==> src/rtl/svl_pkg.sv <==
package svl_pkg;

  typedef enum logic {
    SVL_IDLE = 1'b0,
    SVL_RUN  = 1'b1
  } svl_state_e;

  // Column code of data bit idx: the idx-th integer >= 3 that is not a power of two.
  function automatic int svl_col_code(input int idx, input int syn_w);
    int n;
    int r;
    n = 0;
    r = 0;
    for (int c = 3; c < (1 << syn_w); c++) begin
      if ((c & (c - 1)) != 0) begin
        if (n == idx) r = c;
        n++;
      end
    end
    return r;
  endfunction

endpackage

==> src/rtl/svl_addr_gen.sv <==
module svl_addr_gen #(
  parameter int ADDR_W = 32,
  parameter int LEN_W  = 7
) (
  input  logic              clk,
  input  logic              rst_n,
  input  logic              load_i,
  input  logic [ADDR_W-1:0] base_i,
  input  logic [ADDR_W-1:0] stride_i,
  input  logic              advance_i,
  input  logic [LEN_W-1:0]  len_i,
  output logic [ADDR_W-1:0] addr_o,
  output logic              more_o
);

  logic [ADDR_W-1:0] addr_q, addr_d;
  logic [ADDR_W-1:0] stride_q, stride_d;
  logic [LEN_W-1:0]  cnt_q, cnt_d;
  logic              en;

  always_comb begin
    addr_d   = addr_q;
    stride_d = stride_q;
    cnt_d    = cnt_q;
    en       = 1'b0;
    if (load_i) begin
      addr_d   = base_i;
      stride_d = stride_i;
      cnt_d    = '0;
      en       = 1'b1;
    end else if (advance_i) begin
      addr_d = addr_q + stride_q;
      cnt_d  = cnt_q + LEN_W'(1);
      en     = 1'b1;
    end
  end

  always_ff @(posedge clk or negedge rst_n) begin
    if (!rst_n) begin
      addr_q   <= '0;
      stride_q <= '0;
      cnt_q    <= '0;
    end else if (en) begin
      addr_q   <= addr_d;
      stride_q <= stride_d;
      cnt_q    <= cnt_d;
    end
  end

  assign addr_o = addr_q;
  assign more_o = (cnt_q < len_i);

  // each issued element advances the address by exactly one stride
  p_addr_step_r2: assert property (@(posedge clk) disable iff (!rst_n)
    (advance_i && !load_i) |=> (addr_q == $past(addr_q + stride_q)));

  // no element is issued beyond the element count
  p_no_extra_r2: assert property (@(posedge clk) disable iff (!rst_n)
    advance_i |-> (cnt_q < len_i));

endmodule

==> src/rtl/svl_bank_timers.sv <==
module svl_bank_timers #(
  parameter int NUM_BANKS = 16,
  parameter int BANK_BUSY = 4,
  localparam int BANK_W   = $clog2(NUM_BANKS),
  localparam int TMR_W    = $clog2(BANK_BUSY)
) (
  input  logic              clk,
  input  logic              rst_n,
  input  logic              issue_i,
  input  logic [BANK_W-1:0] bank_i,
  output logic              free_o
);

  logic [NUM_BANKS-1:0] busy_vec;

  for (genvar b = 0; b < NUM_BANKS; b++) begin : g_bank
    logic [TMR_W-1:0] tmr_q, tmr_d;
    logic             hit;

    assign hit = issue_i && (bank_i == BANK_W'(b));

    always_comb begin
      tmr_d = tmr_q;
      if (hit)               tmr_d = TMR_W'(BANK_BUSY - 1);
      else if (tmr_q != '0)  tmr_d = tmr_q - TMR_W'(1);
    end

    always_ff @(posedge clk or negedge rst_n) begin
      if (!rst_n)                   tmr_q <= '0;
      else if (hit || tmr_q != '0)  tmr_q <= tmr_d;
    end

    assign busy_vec[b] = (tmr_q != '0);
  end

  assign free_o = ~busy_vec[bank_i];

  // a request never lands on a bank that is still occupied
  p_bank_free_r3: assert property (@(posedge clk) disable iff (!rst_n)
    issue_i |-> !busy_vec[bank_i]);

  // an accessed bank is occupied in the following cycle
  p_bank_claim_r3: assert property (@(posedge clk) disable iff (!rst_n)
    issue_i |=> busy_vec[$past(bank_i)]);

endmodule

==> src/rtl/svl_ecc_check.sv <==
module svl_ecc_check #(
  parameter int DATA_W = 64,
  localparam int SYN_W = $clog2(DATA_W) + 1,
  localparam int CHK_W = SYN_W + 1
) (
  input  logic [DATA_W-1:0] data_i,
  input  logic [CHK_W-1:0]  chk_i,
  output logic              uncorrectable_o
);

  function automatic logic [DATA_W-1:0] cover_mask(input int j);
    logic [DATA_W-1:0] m;
    m = '0;
    for (int i = 0; i < DATA_W; i++) begin
      m[i] = ((svl_pkg::svl_col_code(i, SYN_W) >> j) & 1) != 0;
    end
    return m;
  endfunction

  logic [SYN_W-1:0] syn;
  logic             par_odd;

  for (genvar j = 0; j < SYN_W; j++) begin : g_syn
    localparam logic [DATA_W-1:0] MASK = cover_mask(j);
    assign syn[j] = (^(data_i & MASK)) ^ chk_i[j];
  end

  assign par_odd         = ^{data_i, chk_i};
  assign uncorrectable_o = (|syn) & ~par_odd;

endmodule

==> src/rtl/svl_load_unit.sv <==
module svl_load_unit #(
  parameter int ADDR_W    = 32,
  parameter int DATA_W    = 64,
  parameter int NUM_BANKS = 16,
  parameter int BANK_BUSY = 4,
  parameter int MAX_VL    = 64,
  parameter int NUM_VREGS = 16,
  localparam int BANK_W   = $clog2(NUM_BANKS),
  localparam int LEN_W    = $clog2(MAX_VL + 1),
  localparam int IDX_W    = $clog2(MAX_VL),
  localparam int VREG_W   = $clog2(NUM_VREGS),
  localparam int CHK_W    = $clog2(DATA_W) + 2
) (
  input  logic              clk,
  input  logic              rst_n,
  input  logic              start_valid_i,
  input  logic [ADDR_W-1:0] start_base_i,
  input  logic [ADDR_W-1:0] start_stride_i,
  input  logic [LEN_W-1:0]  start_len_i,
  input  logic [VREG_W-1:0] start_vreg_i,
  output logic              busy_o,
  output logic              done_o,
  output logic              ecc_err_o,
  output logic              mem_req_valid_o,
  output logic [ADDR_W-1:0] mem_req_addr_o,
  output logic [BANK_W-1:0] mem_req_bank_o,
  input  logic              mem_rsp_valid_i,
  input  logic [DATA_W-1:0] mem_rsp_data_i,
  input  logic [CHK_W-1:0]  mem_rsp_check_i,
  output logic              vrf_we_o,
  output logic [VREG_W-1:0] vrf_reg_o,
  output logic [IDX_W-1:0]  vrf_idx_o,
  output logic [DATA_W-1:0] vrf_data_o
);

  import svl_pkg::*;

  svl_state_e        state_q, state_d;
  logic [LEN_W-1:0]  len_q, len_d;
  logic [VREG_W-1:0] vreg_q, vreg_d;
  logic [LEN_W-1:0]  rsp_cnt_q, rsp_cnt_d;
  logic              done_q, done_d;
  logic              err_q, err_d;
  logic              we_q, we_d;
  logic [IDX_W-1:0]  idx_q, idx_d;
  logic [DATA_W-1:0] wdata_q, wdata_d;

  logic              start_acc;
  logic [LEN_W-1:0]  len_clamp;
  logic              running;
  logic              more;
  logic              bank_free;
  logic              issue;
  logic [ADDR_W-1:0] cur_addr;
  logic              rsp_take;
  logic              rsp_last;
  logic              rsp_bad;
  logic              ctl_en;

  assign start_acc = start_valid_i && (state_q == SVL_IDLE);
  assign running   = (state_q == SVL_RUN);
  assign len_clamp = (int'(start_len_i) > MAX_VL) ? LEN_W'(MAX_VL) : start_len_i;

  svl_addr_gen #(
    .ADDR_W (ADDR_W),
    .LEN_W  (LEN_W)
  ) i_addr_gen (
    .clk       (clk),
    .rst_n     (rst_n),
    .load_i    (start_acc),
    .base_i    (start_base_i),
    .stride_i  (start_stride_i),
    .advance_i (issue),
    .len_i     (len_q),
    .addr_o    (cur_addr),
    .more_o    (more)
  );

  svl_bank_timers #(
    .NUM_BANKS (NUM_BANKS),
    .BANK_BUSY (BANK_BUSY)
  ) i_bank_timers (
    .clk     (clk),
    .rst_n   (rst_n),
    .issue_i (issue),
    .bank_i  (cur_addr[BANK_W-1:0]),
    .free_o  (bank_free)
  );

  svl_ecc_check #(
    .DATA_W (DATA_W)
  ) i_ecc_check (
    .data_i          (mem_rsp_data_i),
    .chk_i           (mem_rsp_check_i),
    .uncorrectable_o (rsp_bad)
  );

  assign issue    = running && more && bank_free;
  assign rsp_take = running && mem_rsp_valid_i;
  assign rsp_last = (rsp_cnt_q == len_q - LEN_W'(1));

  always_comb begin
    state_d   = state_q;
    len_d     = len_q;
    vreg_d    = vreg_q;
    rsp_cnt_d = rsp_cnt_q;
    err_d     = err_q;
    done_d    = 1'b0;
    we_d      = 1'b0;
    idx_d     = idx_q;
    wdata_d   = wdata_q;
    if (start_acc) begin
      len_d     = len_clamp;
      vreg_d    = start_vreg_i;
      rsp_cnt_d = '0;
      err_d     = 1'b0;
      if (len_clamp == '0) done_d  = 1'b1;
      else                 state_d = SVL_RUN;
    end
    if (rsp_take) begin
      we_d      = 1'b1;
      idx_d     = rsp_cnt_q[IDX_W-1:0];
      wdata_d   = mem_rsp_data_i;
      rsp_cnt_d = rsp_cnt_q + LEN_W'(1);
      if (rsp_bad) err_d = 1'b1;
      if (rsp_last) begin
        state_d = SVL_IDLE;
        done_d  = 1'b1;
      end
    end
  end

  assign ctl_en = start_acc || rsp_take;

  always_ff @(posedge clk or negedge rst_n) begin
    if (!rst_n) begin
      done_q <= 1'b0;
      we_q   <= 1'b0;
    end else begin
      done_q <= done_d;
      we_q   <= we_d;
    end
  end

  always_ff @(posedge clk or negedge rst_n) begin
    if (!rst_n) begin
      state_q   <= SVL_IDLE;
      len_q     <= '0;
      vreg_q    <= '0;
      rsp_cnt_q <= '0;
      err_q     <= 1'b0;
    end else if (ctl_en) begin
      state_q   <= state_d;
      len_q     <= len_d;
      vreg_q    <= vreg_d;
      rsp_cnt_q <= rsp_cnt_d;
      err_q     <= err_d;
    end
  end

  always_ff @(posedge clk or negedge rst_n) begin
    if (!rst_n) begin
      idx_q   <= '0;
      wdata_q <= '0;
    end else if (we_d) begin
      idx_q   <= idx_d;
      wdata_q <= wdata_d;
    end
  end

  assign busy_o          = running;
  assign done_o          = done_q;
  assign ecc_err_o       = err_q;
  assign mem_req_valid_o = issue;
  assign mem_req_addr_o  = cur_addr;
  assign mem_req_bank_o  = cur_addr[BANK_W-1:0];
  assign vrf_we_o        = we_q;
  assign vrf_reg_o       = vreg_q;
  assign vrf_idx_o       = idx_q;
  assign vrf_data_o      = wdata_q;

  // an empty load completes in one cycle and never becomes busy
  p_empty_load_r6: assert property (@(posedge clk) disable iff (!rst_n)
    (start_valid_i && !busy_o && start_len_i == '0) |=> (done_o && !busy_o && !vrf_we_o));

  // the final response yields a write, the done pulse and a return to idle together
  p_done_last_r7: assert property (@(posedge clk) disable iff (!rst_n)
    (busy_o && mem_rsp_valid_i && rsp_cnt_q == len_q - LEN_W'(1)) |=> (done_o && vrf_we_o && !busy_o));

  // written indices stay below the clamped element count
  p_idx_bound_r5: assert property (@(posedge clk) disable iff (!rst_n)
    vrf_we_o |-> ({1'b0, vrf_idx_o} < len_q));

  // a start during a load leaves the destination register untouched
  p_ignore_start_r8: assert property (@(posedge clk) disable iff (!rst_n)
    (busy_o && start_valid_i) |=> $stable(vrf_reg_o));

  // the fault flag only clears on an accepted start
  p_err_sticky_r9: assert property (@(posedge clk) disable iff (!rst_n)
    (ecc_err_o && !(start_valid_i && !busy_o)) |=> ecc_err_o);

endmodule

==> config.mk <==
export PLATFORM = sky130hd
export DESIGN_NAME = svl_load_unit
export DESIGN_NICKNAME = d
export VERILOG_FILES = /design/src/rtl/svl_pkg.sv /design/src/rtl/svl_addr_gen.sv /design/src/rtl/svl_bank_timers.sv /design/src/rtl/svl_ecc_check.sv /design/src/rtl/svl_load_unit.sv
export SDC_FILE = /design/constraint.sdc
export NUM_CORES = 1
export LEC_CHECK = 0
export CORE_MARGIN = 2
export CORE_UTILIZATION = 45
export CTS_CLUSTER_DIAMETER = 150
export DETAILED_ROUTE_END_ITERATION = 6
export HOLD_SLACK_MARGIN = 0.08
export PLACE_DENSITY = 0.76
export SYNTH_ARGS = -nofsm -noshare
export SYNTH_HDL_FRONTEND = slang
export SYNTH_HIERARCHICAL = 1
export SYNTH_SLANG_ARGS = --single-unit
==> constraint.sdc <==
create_clock -name clk -period 5.5 [get_ports clk]
set_clock_uncertainty 0.15 [all_clocks]
set_input_delay 1.375 -clock clk [delete_from_list [all_inputs] [get_ports clk]]
set_output_delay 1.375 -clock clk [all_outputs]
set_load 0.05 [all_outputs]
==> metrics.csv, run 1 <==
stage,metric,value,unit
cts,root buffer cell,clkbuf_16,
power,Internal Power,5240,uW
finish,FF+latch area,4880,sq um
route,met2 WL,14000,um
place,global placement routability congestion,0.890,
finish,area delta synth->final,30.1,%
power,Switch Pwr,4800,uW
setup_path,WP depth,11,
die,Die Ht,165,um
logic_synthesis,Most used DFF post-synth,dfrtp_1,
logic_synthesis,#FFs+latches synth,195,
setup_path,CP Cell Sequence,inv_1 > ha_1 > a21o_1 > a21o_1 > a21oi_1 > nor2b_1 > o21ai_0 > nand2b_1 > a21oi_1 > and3_2 > clkdlybuf4s50_1,
cts,Post-CTS Hold Buffers,0,
setup_path,critical path capture point type,output port,
power,Clock power frac,12.6,%
route,vias per std cell,5.23,
cts,# H-tree levels,4,
global_routing,largest net degree at the start of global routing,124,
setup_path,CP Launch Type,flip-flop,
logic_synthesis,commonest cells in the netlist,"nand2_1 (315), dfrtp_1 (195), xnor2_1 (107), ha_1 (56), inv_1 (53)",
global_routing,Global Route Usage Sum,22.9,%
route,Vias,9368,
timing,Slew Limit Fails,0,
logic_synthesis,syn_area_per_cell,9.63,sq um
logic_synthesis,sequential share of the synthesized area,42.0,%
timing,actual slew at the worst max-slew pin,1.04,ns
place,HPWL Detailed,22900,um
setup_path,reg2reg setup slack,1.77,ns
cts,cts bufs inserted,17,
timing,FMAX,0.217,GHz
route,Routed Antenna Nets,0,
power,pwr dens,664,nW/um^2
setup_path,CP top delay family,buffers and inverters,
timing,final setup violation count,0,
logic_synthesis,Mapped Cells,1207,
run,max_cap viols,0,
cts,Post-CTS Setup Inserts,0,
setup_path,Reg2Reg Depth,12,
finish,# fillers,2165,
finish,layout cells sized above 1,6.63,%
setup_path,CP Data Arrival Time,3.09,ns
timing,period utilization,83.9,%
timing,Final Critical Period,4.61,ns
timing,Fin Setup TNS,0,ns
setup_path,crit path kind,flip-flop to output port,
global_routing,total grt overflow,0,
logic_synthesis,Syn. warnings,6,
logic_synthesis,Async SR Flop Fraction,100,%
cts,CTS resizes,0,
setup_path,r2r endpoint,i_addr_gen/addr_o[30],
cts,Sink Count,195,
logic_synthesis,Mapped Area,11600,sq um
power,Peak VDD IR,426,uV
setup_path,"Buf+Inv Stages, Crit Path",2,
die,# IOs,266,
logic_synthesis,"area leader, netlist",dfrtp_1,
cts,"Reg clk slew, reported paths",0.08,ns
route,Metal-1 WL,14200,um
die,Die X,165,um
route,Met3 Routed Length,1360,um
cts,Worst-Skew Late Latency,0.43,ns
finish,Nets,1658,
route,drt total wl,30400,um
timing,RSZ-0062 raised after global routing,no,
die,core area,25300,sq um
logic_synthesis,Post-synth EDFFs,0,
power,switching share of power,47.8,%
setup_path,worst r2r src,i_addr_gen/addr_o[0],
finish,number of diodes,0,
route,routed length per instance,16.9,um
logic_synthesis,post-synth cell types,72,
route,# DRC,0,
route,drt pass-1 iters,5,
die,Initial Util,46.0,%
logic_synthesis,ranking of synthesized cells by area,"dfrtp_1 (42%), nand2_1 (10%), xnor2_1 (8.1%), ha_1 (6.0%), xor2_1 (3.9%)",
setup_path,CP max stage delay,0.81,ns
power,leakage,0.00691,uW
cts,deepest clock path buffer count,2,
setup_path,Slowest cell on crit path,clkdlybuf4s50_1,
die,row count,58,
logic_synthesis,Syn Nets,1415,
die,Die Area,27100,sq um
place,number of I/O port buffers,265,
route,DRT iter0 DRCs,685,
global_routing,initial antenna violation count,0,
timing,normalized max-slew margin,30.8,%
setup_path,crit path to,mem_req_valid_o,
setup_path,crit path max fanout,4,
power,Gate power share,62.1,%
cts,CTS tree,built,
status,outcome,"complete, no violations",
worst_hold_path,Hold WC Path Type,flip-flop to flip-flop,
finish,multi-input combinational cell area,6320,sq um
logic_synthesis,top-count cell post-synth,nand2_1,
logic_synthesis,post-synth top area share,42.0,%
setup_path,Worst EP required,3.97,ns
setup_path,beginning of the critical path,len_q[1],
power,Seq pwr share,25.3,%
global_routing,vias in the first global route,9315,
timing,final hold vios,0,
power,"Power, Total",10000,uW
global_routing,first-pass GRT wire length,48600,um
route,Max Used Layer,met4,
[worst min path at each step]
stage,startpoint,end,depth (start not counted)
after floorplan,i_bank_timers/g_bank[15].tmr_q[1],i_bank_timers/g_bank[15].tmr_q[1],2
after global placement,vrf_idx_o[5],vrf_idx_o[5],2
after detailed placement,vrf_data_o[32],vrf_data_o[32],2
after CTS,vrf_data_o[22],vrf_data_o[22],2
after global routing,vrf_data_o[48],vrf_data_o[48],2
final,vrf_data_o[17],vrf_data_o[17],2
[cell families (layout without fill, tap and decap cells)]
logic type	after synthesis	count (layout)	synth area share, %
buffers and inverters	101	356	3.65
xor gates and xnor gates	179	179	15.8
and+or+nand+nor	431	431	15.8
AOI/OAI and AO/OA	182	182	10.4
muxes	62	62	6.23
adders and majority gates	57	57	6.20
DFF	195	195	42.0
[metrics by stage]
step | hold WS (ns) | worst slack (ns) | instances | cell area [sq um] | util (%)
floorplan | 0.306 | 1.83 | 1207 | 11600 | -
global placement | 0.307 | 1.02 | 1761 | 14500 | 57.5
detailed placement | 0.313 | 0.953 | 1761 | 14500 | 57.5
CTS | 0.332 | 0.855 | 1792 | 15100 | 59.9
global route | 0.346 | 0.621 | 1792 | 15100 | 59.9
finish | 0.326 | 0.888 | 1792 | 15100 | 59.9
[routing by layer]
metal | GRT usage [%] | vias up
li1 | - | 4565
met1 | 32.9 | 4538
met2 | 35.2 | 228
met3 | 4.62 | 37
met4 | 6.92 | 0
met5 | 0 | -
[power by group through the flow]
stage	clock network (uW)	logic [uW]	registers, uW
finish	1270	6240	2540
global route	1360	6810	2620
CTS	1300	6240	2540
floorplan	0	3650	3410
global placement	0	6080	2540
detailed placement	0	6190	2560
[state kept, by name, summed over array words and instances, names as in the netlist]
signal,flops
vrf_idx_o,6
done_o,1
i_bank_timers/g_bank.tmr_q,32
rsp_cnt_q,7
i_addr_gen/cnt_q,7
vrf_reg_o,4
vrf_we_o,1
ecc_err_o,1
busy_o,1
len_q,7
i_addr_gen/stride_q,32
vrf_data_o,64
i_addr_gen/addr_o,32
[worst min-delay path, stage by stage, from the launching register on]
cell	delay, ns
dfrtp_1	0.35
nand2_1	0.05
nand2_1	0.05
[final cells by class]
type / instances / share of cell area [%]
clock buffers: 17 / 2.81
well taps: 330 / 2.73
repair buffers: 271 / 17.9
multi-input cells: 911 / 41.8
inverters: 54 / 1.35
flip-flops and latches: 195 / 32.3
clock inverters: 14 / 1.11
[layout by cell type, fill, tap and decap left out, types with 37 or more instances in the layout]
| cell type | instances |
|---|---|
| o21ai_0 | 45 |
| mux2_2 | 37 |
| a21oi_1 | 37 |
| clkdlybuf4s50_1 | 264 |
| inv_1 | 52 |
| dfrtp_1 | 195 |
| nand2_1 | 314 |
| xnor2_1 | 107 |
| xor2_1 | 52 |
| ha_1 | 56 |
Note: power is estimated with default switching activity, not from simulation.
==> inputs of run 2 (changes only) <==
Clock period 5.5 ns to 4.75 ns, I/O delays scaled along.
==> run 2 against run 1 <==
  * Global-route usage is essentially flat
  * Sequential cell count did not move
  * Clock power grew 15%
  * Total power up 16%
  * Core utilization is 0.10 points higher
  * Die area is the same
  * First-iteration DRC count shrank 6.6%
  * Setup slack worse by 0.27 ns
==> metrics.csv, run 2 (synthesis results as in run 1) <==
stage,metric,value,unit,change
power,leakage,0.00693,uW,+0.28%
worst_hold_path,Worst Hold Depth,2,,unchanged
timing,Slew Limit Fails,0,,unchanged
finish,Nets,1661,,+0.18%
cts,Sink Count,195,,unchanged
global_routing,largest net degree at the start of global routing,88,,-29%
finish,number of diodes,0,,unchanged
cts,CTS resizes,0,,unchanged
finish,"most common cell after layout, fill and taps aside",nand2_1,,
cts,Worst-Skew Late Latency,0.43,ns,about the same
timing,FMAX,0.242,GHz,
global_routing,first-pass GRT wire length,48900,um,+0.65%
power,pwr dens,769,nW/um^2,+16%
run,max_cap viols,0,,unchanged
finish,max reg flops,64,,unchanged
timing,period utilization,87.0,%,
die,Die Ht,165,um,unchanged
setup_path,CP Launch Type,flip-flop,,
die,Die Area,27100,sq um,unchanged
setup_path,Slowest cell on crit path,dfrtp_1,,
timing,RSZ-0062 raised after global routing,no,,
route,met2 WL,14300,um,+1.9%
timing,Final Critical Period,4.13,ns,
cts,"Reg clk slew, reported paths",0.07,ns,about the same
cts,cts bufs inserted,17,,unchanged
setup_path,crit path kind,flip-flop to output port,,
setup_path,critical path capture point type,output port,,
status,outcome,"complete, no violations",,
place,global placement routability congestion,0.906,,+1.8%
timing,Fin Setup TNS,0,ns,unchanged
die,core area,25300,sq um,unchanged
cts,deepest clock path buffer count,2,,unchanged
die,row count,58,,unchanged
setup_path,CP max stage delay,0.39,ns,-0.42 ns
route,Max Used Layer,met4,,
timing,actual slew at the worst max-slew pin,0.796,ns,-0.243 ns
route,vias per std cell,5.23,,about the same
timing,final hold vios,0,,unchanged
setup_path,Worst EP required,3.41,ns,-0.56 ns
setup_path,crit path max fanout,10,,+6
timing,normalized max-slew margin,47.0,%,+16 points
die,Die X,165,um,unchanged
setup_path,"Buf+Inv Stages, Crit Path",2,,unchanged
global_routing,initial antenna violation count,0,,unchanged
setup_path,WP depth,11,,unchanged
finish,layout cells sized above 1,6.89,%,+0.26 points
route,Routed Antenna Nets,0,,unchanged
setup_path,CP Data Arrival Time,2.79,ns,-0.30 ns
route,routed length per instance,16.9,um,-0.48%
route,Vias,9385,,+0.18%
route,drt pass-1 iters,5,,unchanged
route,Metal-1 WL,14000,um,-1.4%
route,Met3 Routed Length,1430,um,+4.7%
cts,Post-CTS Hold Buffers,0,,unchanged
place,number of I/O port buffers,265,,unchanged
global_routing,vias in the first global route,9448,,+1.4%
cts,# H-tree levels,4,,unchanged
finish,# fillers,2154,,-0.51%
cts,Post-CTS Setup Inserts,0,,unchanged
die,Initial Util,46.0,%,unchanged
global_routing,total grt overflow,0,,unchanged
finish,Layout Utilization,60.0,%,+0.10 points
route,DRT iter0 DRCs,640,,-6.6%
route,drt total wl,30300,um,-0.31%
cts,CTS tree,built,,
setup_path,CP Cell Sequence,inv_1 > ha_1 > a21o_1 > a21o_1 > a21oi_1 > nor2b_1 > o21ai_0 > nand2b_1 > a21oi_1 > and3_2 > buf_4,,
setup_path,CP top delay family,compound AO/OA/AOI/OAI gates,,
route,# DRC,0,,unchanged
place,HPWL Detailed,23300,um,+1.5%
die,# IOs,266,,unchanged
timing,final setup violation count,0,,unchanged
finish,area delta synth->final,30.4,%,
worst_hold_path,Hold WC Path Type,flip-flop to flip-flop,,
setup_path,Reg2Reg Depth,12,,unchanged
cts,root buffer cell,clkbuf_16,,
power,Peak VDD IR,557,uV,+31%
global_routing,Global Route Usage Sum,22.9,%,about the same
finish,most frequent cells in the layout,"nand2_1 (314), clkdlybuf4s50_1 (263), dfrtp_1 (195)",,
-- run 2: changes by cell type in the layout (fill, tap and decap cells not counted), sizes merged --
cell           previous run  this run
buf                       6        10
clkinv                    6         4
inv                      60        62
clkdlybuf4s50           264       263
-- run 2: per-stage QoR --
step / instances / hold WS [ns] / power (uW) / setup WS, ns / cell area [sq um]
floorplan: 1207 / 0.306 / 8180 / 1.11 / 11600
global placement: 1764 / 0.308 / 9960 / 0.443 / 14600
detailed placement: 1764 / 0.311 / 10200 / 0.379 / 14600
CTS: 1795 / 0.330 / 11700 / 0.595 / 15200
global route: 1795 / 0.346 / 12500 / 0.366 / 15200
finish: 1795 / 0.324 / 11600 / 0.620 / 15200
-- run 2: area by class of cell --
cell class,count,area [sq um],area share (%)
clock inverters,14,161,1.07
flip-flops and latches,195,4880,32.2
multi-input cells,911,6320,41.7
well taps,330,413,2.73
clock buffers,17,425,2.81
inverters,54,204,1.35
repair buffers,274,2750,18.1
-- run 2: final timing paths --
kind / from / endpoint / slack [ns]
setup reg to reg: i_addr_gen/addr_o[0] / i_addr_gen/addr_o[30] / 0.97
min in group asynchronous: rst_n / vrf_we_o / 0.60
setup / recovery: len_q[1] / mem_req_valid_o / 0.62
max in group asynchronous: rst_n / vrf_data_o[59] / 2.85
hold / removal: vrf_data_o[1] / vrf_data_o[1] / 0.32
hold reg to reg: vrf_data_o[1] / vrf_data_o[1] / 0.32
-- run 2: metal layers --
metal	vias up	track usage, %
met5	-	0
met4	0	5.73
met3	30	4.19
met2	232	36.8
met1	4571	32.4
li1	4552	-
-- run 2: worst register-to-register path: stages (launching register included) --
cell      delay (ns)
dfrtp_1         0.57
ha_1            0.35
fa_1            0.43
a21o_1          0.22
a221o_1         0.40
nand3_1         0.14
o221ai_2        0.14
nor4_2          0.25
o41ai_1         0.20
a221o_1         0.38
a21oi_1         0.21
xor2_1          0.17
o21ai_1         0.07
-- run 2: report_power, final --
part / internal [uW] / switching (uW) / leakage, uW
clock: 753 / 709 / 0.000289
sequential: 2380 / 566 / 0.00237
combinational: 2950 / 4290 / 0.00427
total: 6070 / 5570 / 0.00693
